**config.mk**
```make
export PLATFORM = sky130hd
export DESIGN_NAME = dbg_cmd_engine
export DESIGN_NICKNAME = d
export VERILOG_FILES = /design/src/rtl/dbg_pkg.sv /design/src/rtl/dbg_regfile.sv /design/src/rtl/dbg_pulse_timer.sv /design/src/rtl/dbg_block_cursor.sv /design/src/rtl/dbg_cmd_engine.sv
export SDC_FILE = /design/constraint.sdc
export NUM_CORES = 2
export LEC_CHECK = 0
export ABC_AREA = 1
export BUFFER_PORTS_ARGS = -buffer_cell sky130_fd_sc_hd__clkbuf_2
export CAP_MARGIN = 20
export CORE_MARGIN = 4
export CORE_UTILIZATION = 67
export CTS_CLUSTER_DIAMETER = 120
export DETAILED_ROUTE_END_ITERATION = 10
export PLACE_DENSITY = 0.86
export SLEW_MARGIN = 20
export SYNTH_ARGS = -nofsm -noshare
export SYNTH_HDL_FRONTEND = slang
export SYNTH_HIERARCHICAL = 1
export SYNTH_SLANG_ARGS = --single-unit
```
**constraint.sdc**
```tcl
create_clock -name clk -period 4.42 [get_ports clk]
set_input_delay 0.663 -clock clk [delete_from_list [all_inputs] [get_ports clk]]
set_output_delay 0.663 -clock clk [all_outputs]
set_load 0.005 [all_outputs]
```
**src/rtl/dbg_pkg.sv**
```systemverilog
package dbg_pkg;

    typedef enum logic [3:0] {
        OP_NOP   = 4'd0,
        OP_RDAR  = 4'd1,
        OP_WRAR  = 4'd2,
        OP_RDSYS = 4'd3,
        OP_WRSYS = 4'd4,
        OP_READ  = 4'd5,
        OP_WRITE = 4'd6,
        OP_DUMP  = 4'd7,
        OP_FILL  = 4'd8,
        OP_GO    = 4'd9,
        OP_CALL  = 4'd10,
        OP_RST   = 4'd11
    } op_e;

    typedef enum logic [2:0] {
        S_IDLE,
        S_BUS,
        S_FLUSH,
        S_RESUME,
        S_PATCH,
        S_REPLY
    } state_e;

    localparam logic [1:0] SZ_BYTE = 2'd0;
    localparam logic [1:0] SZ_WORD = 2'd1;
    localparam logic [1:0] SZ_LONG = 2'd2;
    localparam logic [1:0] SZ_BAD  = 2'd3;

    localparam int SYS_N   = 8;
    localparam int SYS_PC  = 0;
    localparam int SYS_SRC = 1;
    localparam int SYS_DST = 2;
    localparam int SYS_FLT = 3;

endpackage

```
**src/rtl/dbg_regfile.sv**
```systemverilog
module dbg_regfile #(
    parameter int N = 16,
    parameter int W = 32
) (
    input  logic                 clk,
    input  logic                 rst_n,
    input  logic                 we,
    input  logic [$clog2(N)-1:0] waddr,
    input  logic [W-1:0]         wdata,
    input  logic [$clog2(N)-1:0] raddr,
    output logic [W-1:0]         rdata,
    output logic [W-1:0]         top_q
);
    logic [W-1:0] regs_q [N];

    always_ff @(posedge clk or negedge rst_n) begin
        if (!rst_n) begin
            for (int i = 0; i < N; i++) regs_q[i] <= '0;
        end else if (we) begin
            regs_q[waddr] <= wdata;
        end
    end

    assign rdata = regs_q[raddr];
    assign top_q = regs_q[N-1];
endmodule

```
**src/rtl/dbg_pulse_timer.sv**
```systemverilog
module dbg_pulse_timer #(
    parameter int CYCLES = 512
) (
    input  logic clk,
    input  logic rst_n,
    input  logic start,
    output logic pulse
);
    localparam int CW = $clog2(CYCLES + 1);
    logic [CW-1:0] cnt_q;

    always_ff @(posedge clk or negedge rst_n) begin
        if (!rst_n)              cnt_q <= '0;
        else if (start)          cnt_q <= CW'(CYCLES);
        else if (cnt_q != '0)    cnt_q <= cnt_q - 1'b1;
    end

    assign pulse = (cnt_q != '0);
endmodule

```
**src/rtl/dbg_block_cursor.sv**
```systemverilog
module dbg_block_cursor #(
    parameter int AW = 32
) (
    input  logic          clk,
    input  logic          rst_n,
    input  logic          load,
    input  logic [AW-1:0] load_addr,
    input  logic [1:0]    load_size,
    input  logic          step,
    output logic          valid,
    output logic [AW-1:0] next_addr,
    output logic [1:0]    size_q
);
    logic [AW-1:0] addr_q;

    assign next_addr = addr_q + (AW'(1) << size_q);

    always_ff @(posedge clk or negedge rst_n) begin
        if (!rst_n) begin
            addr_q <= '0;
            size_q <= 2'd0;
            valid  <= 1'b0;
        end else if (load) begin
            addr_q <= load_addr;
            size_q <= load_size;
            valid  <= 1'b1;
        end else if (step) begin
            addr_q <= next_addr;
        end
    end
endmodule

```
**src/rtl/dbg_cmd_engine.sv**
```systemverilog
module dbg_cmd_engine
    import dbg_pkg::*;
#(
    parameter int AW         = 32,
    parameter int DW         = 32,
    parameter int NREG       = 16,
    parameter int SPACE_W    = 3,
    parameter int RST_CYCLES = 512
) (
    input  logic                    clk,
    input  logic                    rst_n,
    input  logic                    cmd_valid,
    output logic                    cmd_ready,
    input  logic [3:0]              cmd_op,
    input  logic [1:0]              cmd_size,
    input  logic [$clog2(NREG)-1:0] cmd_sel,
    input  logic [AW-1:0]           cmd_addr,
    input  logic [DW-1:0]           cmd_data,
    output logic                    rsp_valid,
    input  logic                    rsp_ready,
    output logic [DW-1:0]           rsp_data,
    output logic                    rsp_err,
    output logic                    mem_req,
    output logic                    mem_we,
    output logic [AW-1:0]           mem_addr,
    output logic [1:0]              mem_size,
    output logic [SPACE_W-1:0]      mem_space,
    output logic [DW-1:0]           mem_wdata,
    input  logic [DW-1:0]           mem_rdata,
    input  logic                    mem_ack,
    input  logic                    mem_berr,
    output logic                    periph_rst,
    output logic                    flush_strobe,
    output logic                    resume_strobe,
    output logic                    patch_strobe,
    output logic [AW-1:0]           go_pc
);
    localparam int SELW = $clog2(NREG);

    function automatic logic [DW-1:0] lane_mask(input logic [1:0] s);
        case (s)
            SZ_BYTE: return DW'(8'hFF);
            SZ_WORD: return DW'(16'hFFFF);
            default: return '1;
        endcase
    endfunction

    state_e state_q, state_d;

    // bus and reply registers
    logic [AW-1:0]      addr_q, tgt_q, far_q, pc_q;
    logic [1:0]         size_q;
    logic               we_q, patch_q;
    logic [DW-1:0]      wdata_q, rsp_data_q;
    logic               rsp_err_q;
    logic [SPACE_W-1:0] space_q, src_q, dst_q;
    logic [DW-1:0]      scr_q [SYS_N-4];

    // decode controls
    logic               rf_we, rd_load, rd_step, wr_load, wr_step;
    logic               bus_go, patch_d, rsp_load, rsp_err_d, sys_we;
    logic               timer_start, far_load, pc_from_tgt;
    logic [AW-1:0]      bus_addr_d;
    logic [1:0]         bus_size_d;
    logic               bus_we_d;
    logic [DW-1:0]      bus_wdata_d, rsp_data_d, sys_rdata;
    logic [SPACE_W-1:0] bus_space_d;

    logic [DW-1:0]      rf_rdata, rf_top;
    logic               rd_valid, wr_valid;
    logic [AW-1:0]      rd_next, wr_next;
    logic [1:0]         rd_size, wr_size;
    logic               sys_ok;

    dbg_regfile #(.N(NREG), .W(DW)) u_regs (
        .clk(clk), .rst_n(rst_n), .we(rf_we), .waddr(cmd_sel), .wdata(cmd_data),
        .raddr(cmd_sel), .rdata(rf_rdata), .top_q(rf_top)
    );

    dbg_block_cursor #(.AW(AW)) u_rd_cur (
        .clk(clk), .rst_n(rst_n), .load(rd_load), .load_addr(cmd_addr),
        .load_size(cmd_size), .step(rd_step), .valid(rd_valid),
        .next_addr(rd_next), .size_q(rd_size)
    );

    dbg_block_cursor #(.AW(AW)) u_wr_cur (
        .clk(clk), .rst_n(rst_n), .load(wr_load), .load_addr(cmd_addr),
        .load_size(cmd_size), .step(wr_step), .valid(wr_valid),
        .next_addr(wr_next), .size_q(wr_size)
    );

    dbg_pulse_timer #(.CYCLES(RST_CYCLES)) u_prst (
        .clk(clk), .rst_n(rst_n), .start(timer_start), .pulse(periph_rst)
    );

    assign sys_ok = (cmd_sel < SELW'(SYS_N));

    always_comb begin
        case (int'(cmd_sel))
            SYS_PC:  sys_rdata = DW'(pc_q);
            SYS_SRC: sys_rdata = DW'(src_q);
            SYS_DST: sys_rdata = DW'(dst_q);
            SYS_FLT: sys_rdata = DW'(far_q);
            default: sys_rdata = scr_q[cmd_sel[1:0]];
        endcase
    end

    // next state and decode
    always_comb begin
        state_d     = state_q;
        rf_we       = 1'b0;
        rd_load     = 1'b0;
        rd_step     = 1'b0;
        wr_load     = 1'b0;
        wr_step     = 1'b0;
        bus_go      = 1'b0;
        patch_d     = 1'b0;
        rsp_load    = 1'b0;
        rsp_err_d   = 1'b0;
        rsp_data_d  = '0;
        sys_we      = 1'b0;
        timer_start = 1'b0;
        far_load    = 1'b0;
        pc_from_tgt = 1'b0;
        bus_addr_d  = cmd_addr;
        bus_size_d  = cmd_size;
        bus_we_d    = 1'b0;
        bus_wdata_d = cmd_data & lane_mask(cmd_size);
        bus_space_d = src_q;
        unique case (state_q)
            S_IDLE: if (cmd_valid) begin
                state_d  = S_REPLY;
                rsp_load = 1'b1;
                case (cmd_op)
                    OP_NOP:   ;
                    OP_RDAR:  rsp_data_d = rf_rdata;
                    OP_WRAR:  rf_we = 1'b1;
                    OP_RDSYS: if (sys_ok) rsp_data_d = sys_rdata; else rsp_err_d = 1'b1;
                    OP_WRSYS: if (sys_ok) sys_we = 1'b1; else rsp_err_d = 1'b1;
                    OP_READ: begin
                        if (cmd_size == SZ_BAD) rsp_err_d = 1'b1;
                        else begin
                            bus_go = 1'b1; rsp_load = 1'b0; state_d = S_BUS;
                            rd_load = 1'b1;
                        end
                    end
                    OP_WRITE: begin
                        if (cmd_size == SZ_BAD) rsp_err_d = 1'b1;
                        else begin
                            bus_go = 1'b1; rsp_load = 1'b0; state_d = S_BUS;
                            bus_we_d = 1'b1; bus_space_d = dst_q; wr_load = 1'b1;
                        end
                    end
                    OP_DUMP: begin
                        if (!rd_valid) rsp_err_d = 1'b1;
                        else begin
                            bus_go = 1'b1; rsp_load = 1'b0; state_d = S_BUS;
                            bus_addr_d = rd_next; bus_size_d = rd_size; rd_step = 1'b1;
                        end
                    end
                    OP_FILL: begin
                        if (!wr_valid) rsp_err_d = 1'b1;
                        else begin
                            bus_go = 1'b1; rsp_load = 1'b0; state_d = S_BUS;
                            bus_addr_d = wr_next; bus_size_d = wr_size;
                            bus_wdata_d = cmd_data & lane_mask(wr_size);
                            bus_we_d = 1'b1; bus_space_d = dst_q; wr_step = 1'b1;
                        end
                    end
                    OP_GO: begin
                        rsp_load = 1'b0; state_d = S_FLUSH;
                    end
                    OP_CALL: begin
                        bus_go = 1'b1; rsp_load = 1'b0; state_d = S_BUS;
                        bus_addr_d = AW'(rf_top); bus_size_d = SZ_LONG;
                        bus_wdata_d = DW'(pc_q); bus_we_d = 1'b1;
                        bus_space_d = dst_q; patch_d = 1'b1;
                    end
                    OP_RST:   timer_start = 1'b1;
                    default:  rsp_err_d = 1'b1;
                endcase
            end
            S_BUS: begin
                if (mem_berr) begin
                    state_d = S_REPLY; rsp_load = 1'b1; rsp_err_d = 1'b1; far_load = 1'b1;
                end else if (mem_ack) begin
                    far_load = 1'b1; rsp_load = 1'b1;
                    rsp_data_d = we_q ? '0 : (mem_rdata & lane_mask(size_q));
                    state_d = patch_q ? S_PATCH : S_REPLY;
                end
            end
            S_FLUSH:  state_d = S_RESUME;
            S_RESUME: begin
                state_d = S_REPLY; rsp_load = 1'b1;
            end
            S_PATCH: begin
                state_d = S_REPLY; pc_from_tgt = 1'b1;
            end
            S_REPLY:  if (rsp_ready) state_d = S_IDLE;
            default:  state_d = S_IDLE;
        endcase
    end

    // state register
    always_ff @(posedge clk or negedge rst_n) begin
        if (!rst_n) state_q <= S_IDLE;
        else        state_q <= state_d;
    end

    // datapath registers
    always_ff @(posedge clk or negedge rst_n) begin
        if (!rst_n) begin
            addr_q     <= '0;
            tgt_q      <= '0;
            size_q     <= SZ_LONG;
            we_q       <= 1'b0;
            patch_q    <= 1'b0;
            wdata_q    <= '0;
            space_q    <= '0;
            rsp_data_q <= '0;
            rsp_err_q  <= 1'b0;
            far_q      <= '0;
            pc_q       <= '0;
            src_q      <= '0;
            dst_q      <= '0;
            for (int i = 0; i < SYS_N - 4; i++) scr_q[i] <= '0;
        end else begin
            if (bus_go) begin
                addr_q  <= bus_addr_d;
                size_q  <= bus_size_d;
                we_q    <= bus_we_d;
                wdata_q <= bus_wdata_d;
                space_q <= bus_space_d;
                patch_q <= patch_d;
                tgt_q   <= cmd_addr;
            end
            if (rsp_load) begin
                rsp_data_q <= rsp_data_d;
                rsp_err_q  <= rsp_err_d;
            end
            if (far_load)    far_q <= addr_q;
            if (pc_from_tgt) pc_q  <= tgt_q;
            if (sys_we) begin
                case (int'(cmd_sel))
                    SYS_PC:  pc_q  <= AW'(cmd_data);
                    SYS_SRC: src_q <= cmd_data[SPACE_W-1:0];
                    SYS_DST: dst_q <= cmd_data[SPACE_W-1:0];
                    SYS_FLT: ;
                    default: scr_q[cmd_sel[1:0]] <= cmd_data;
                endcase
            end
        end
    end

    // outputs
    always_comb begin
        cmd_ready     = (state_q == S_IDLE);
        rsp_valid     = (state_q == S_REPLY);
        rsp_data      = rsp_data_q;
        rsp_err       = rsp_err_q;
        mem_req       = (state_q == S_BUS);
        mem_we        = we_q;
        mem_addr      = addr_q;
        mem_size      = size_q;
        mem_space     = space_q;
        mem_wdata     = wdata_q;
        flush_strobe  = (state_q == S_FLUSH);
        resume_strobe = (state_q == S_RESUME);
        patch_strobe  = (state_q == S_PATCH);
        go_pc         = (state_q == S_PATCH) ? tgt_q : pc_q;
    end
endmodule

```
==> impl_results.md <==
- Fraction of layout cells with a size suffix above 1: 9.21%
- Clk sink count: 929
- Area Overhead vs Synth: 10.0%
- Grt total ovfl: 0
- Worst Path Max Fanout: 40
- Post-DR wirelength/cell: 21.4 um
- Final Cycle Share: 80.0%
- Area of the multi-input gates: 20400 um2
- Worst Tran Pin Value: ~1.1 ns
- PortBufs: 253
- Endpoints failing setup: 0
- Outcome: completed
- Post-CTS Hold Buffers: 0
- Synth Warn #: 6
- Crit path DAT: 4.07 ns
- Vias per inst: 6.07
- Routed Wire Length: ~170000 um
- Critical path class: reg2reg
- Syn_nets: 6787
- Final slew viol count: 0
- Vias in the first global route: 44590
- Remaining antenna violation count: 0
- Max Cap Violations: 0
- Total power: ~24 mW
- Die Y-Extent: approximately 280 um
- Required @ worst endpoint: 4.95 ns
- Clk slew on worst S/H paths: 0.06 ns
- Startpoint types: flip-flop
- Sequential fraction of the synthesis area: 48.3%
- Io pins: roughly 250
- Dpl hpwl: approximately 110000 um
- Unrepaired setup endpoints after global routing: false
- Die width: about 280 um
- Worst-Skew Late Latency: 0.67 ns
- FMAX: 0.283 GHz
- First-pass DRT Iterations: 9
- GR Util All Layers: between 40% and 50%
- Setup bufs post-CTS: 0
- Finished Cell Area: 53000 um2
- Most common cell after layout, fill and taps aside: nand2_1
- Mapped Cells: 6664
- First-pass GRT wire length: 255000 um
- Htree depth: 3
- CTS buffer count: 96
- Endpoints failing hold: 0
- Slew margin rel.: 27.6%
- Pwr/cell area: ~460 nW/um2
- Core ar.: about 71000 um2
- Largest net degree at the start of global routing: 118
- Fillers: 5469
- Pleak: 26.8 nW
- CTS-repair resized insts: 0
- Post-synthesis cell area: 48200 um2
- Clock root buffer master: clkbuf_16
- Reg area: 23200 um2
- Commonest cells after routing, fill and taps aside: nand2_1 (2476), dfrtp_1 (928), nand3_1 (728)
- FP Rows: 98
- Drt drc: 0
- R2R cell count: 10
- Post-synthesis register bit count: 929
- Hold crit path type: in2async
- Final #Nets: 6803
- CP Capture Type: flip-flop
- Layout Skew: 0.0282 ns
- Initial Utilization: 67.5%
- Mean Syn Cell Area: roughly 7.2 um2
- Peak supply drop: 0.419 mV
- CTS tree: built
- Routability cong.: 1.01
- Die area: 76200 um2
- Dpl cell area: 49800 um2
- Vias: 46791
- Initial antenna violation count: 2
- Clk buf depth: 3
- Final Critical Period: 3.54 ns
- Setup TNS: 0 ns
- Starting DRC count in detailed routing: 6766
- Cell variety after synth: 50
critical path, cell delays in order, from the launching register on:
cell	delay (ns)
dfrtp_1	0.40
nor2_1	0.33
nand3_2	0.42
nor3_1	0.65
buf_4	0.31
nand2_1	0.06
nor2_1	0.31
nand2_2	0.40
buf_12	0.32
nand2_1	0.09
o21ai_0	0.09
worst paths after layout:
path	start	to	slack, ns
min in group clk	mem_rdata[24]	rsp_data[24]	0.22
max	state_q[1]	u_regs/regs_q[445]	0.88
max reg2reg	state_q[1]	u_regs/regs_q[445]	0.88
max in group asynchronous	rst_n	u_regs/regs_q[479]	3.13
min reg2reg	far_q[15]	far_q[15]	0.47
min	rst_n	u_rd_cur/addr_q[5]	0.01
power breakdown:
group	total, mW	switching (mW)	internal (mW)	leakage [nW]
logic	5.01	3.34	1.67	13.4
registers	10.8	1.11	9.69	11.8
clock network	8.39	3.52	4.87	1.57
total	24.2	7.97	16.2	26.8
cells by family after synthesis:
group	Yosys count	share of synthesized area [%]
simple gates	3636	31.4
xor+xnor	21	0.444
flops	929	48.3
fa+ha+maj	11	0.317
compound gates	930	9.99
buf+inv	1137	9.59
synthesized netlist by cell type, drive strengths merged:
cell | number | share of area [%]
nor4 | 2 | 0.057
a21boi | 2 | 0.031
xor2 | 10 | 0.21
and2 | 16 | 0.21
xnor2 | 11 | 0.23
a21oi | 48 | 0.53
nand3b | 15 | 0.24
nor2 | 320 | 2.8
o31ai | 1 | 0.016
a22oi | 42 | 0.65
or2 | 14 | 0.18
o21ai | 825 | 8.6
dfrtp | 928 | 48
fa | 2 | 0.083
dfstp | 1 | 0.055
a21o | 2 | 0.031
buf | 165 | 2.0
nand4 | 11 | 0.14
o211ai | 6 | 0.094
ha | 9 | 0.23
nand2 | 2508 | 20
nand3 | 740 | 7.8
o21bai | 2 | 0.031
a31oi | 2 | 0.026
inv | 700 | 5.5
nor3 | 10 | 0.17
clkbuf | 264 | 2.1
clkinv | 8 | 0.062
sequential cells by signal (all words and copies together) (netlist names), 3 cells and up:
name / count
rsp_data: 32
mem_addr: 32
dst_q: 3
u_regs/top_q: 32
u_rd_cur/addr_q: 32
src_q: 3
mem_wdata: 32
tgt_q: 32
u_wr_cur/addr_q: 32
u_regs/regs_q: 480
u_prst/cnt_q: 10
scr_q: 128
pc_q: 32
state_q: 3
far_q: 32
mem_space: 3
final cells by class:
cell class | count | share of cell area [%]
inverter | 708 | 5.04
clock buffer | 136 | 5.12
timing repair buffer | 347 | 4.32
tap | 950 | 2.24
clock inverter | 38 | 0.961
multi-input combinational | 4598 | 38.4
sequential | 929 | 43.9
antenna | 1 | 0.00472
per-stage QoR:
step	util, %	hold slack [ns]	worst slack, ns	instances
final	74.3	0.0131	0.883	7707
after global routing	74.3	0.0596	0.782	7706
after CTS	74.2	0.0843	0.668	7706
after detailed placement	69.7	0.459	0.877	7532
after global placement	69.7	0.457	0.989	7532
after floorplan	-	0.367	1.91	6664
routing by layer:
layer  up-vias  global-route usage [%]  part of all wire [%]  wire (um)
li1      20901                       -                     -          -
met1     21879                    55.6                    36      58900
met2      3285                    63.2                    43      71500
met3       724                    10.8                    13      21000
met4         2                    28.2                   8.3      13700
met5         -                       0                0.0079         13
(Power assumes the default switching activity.)
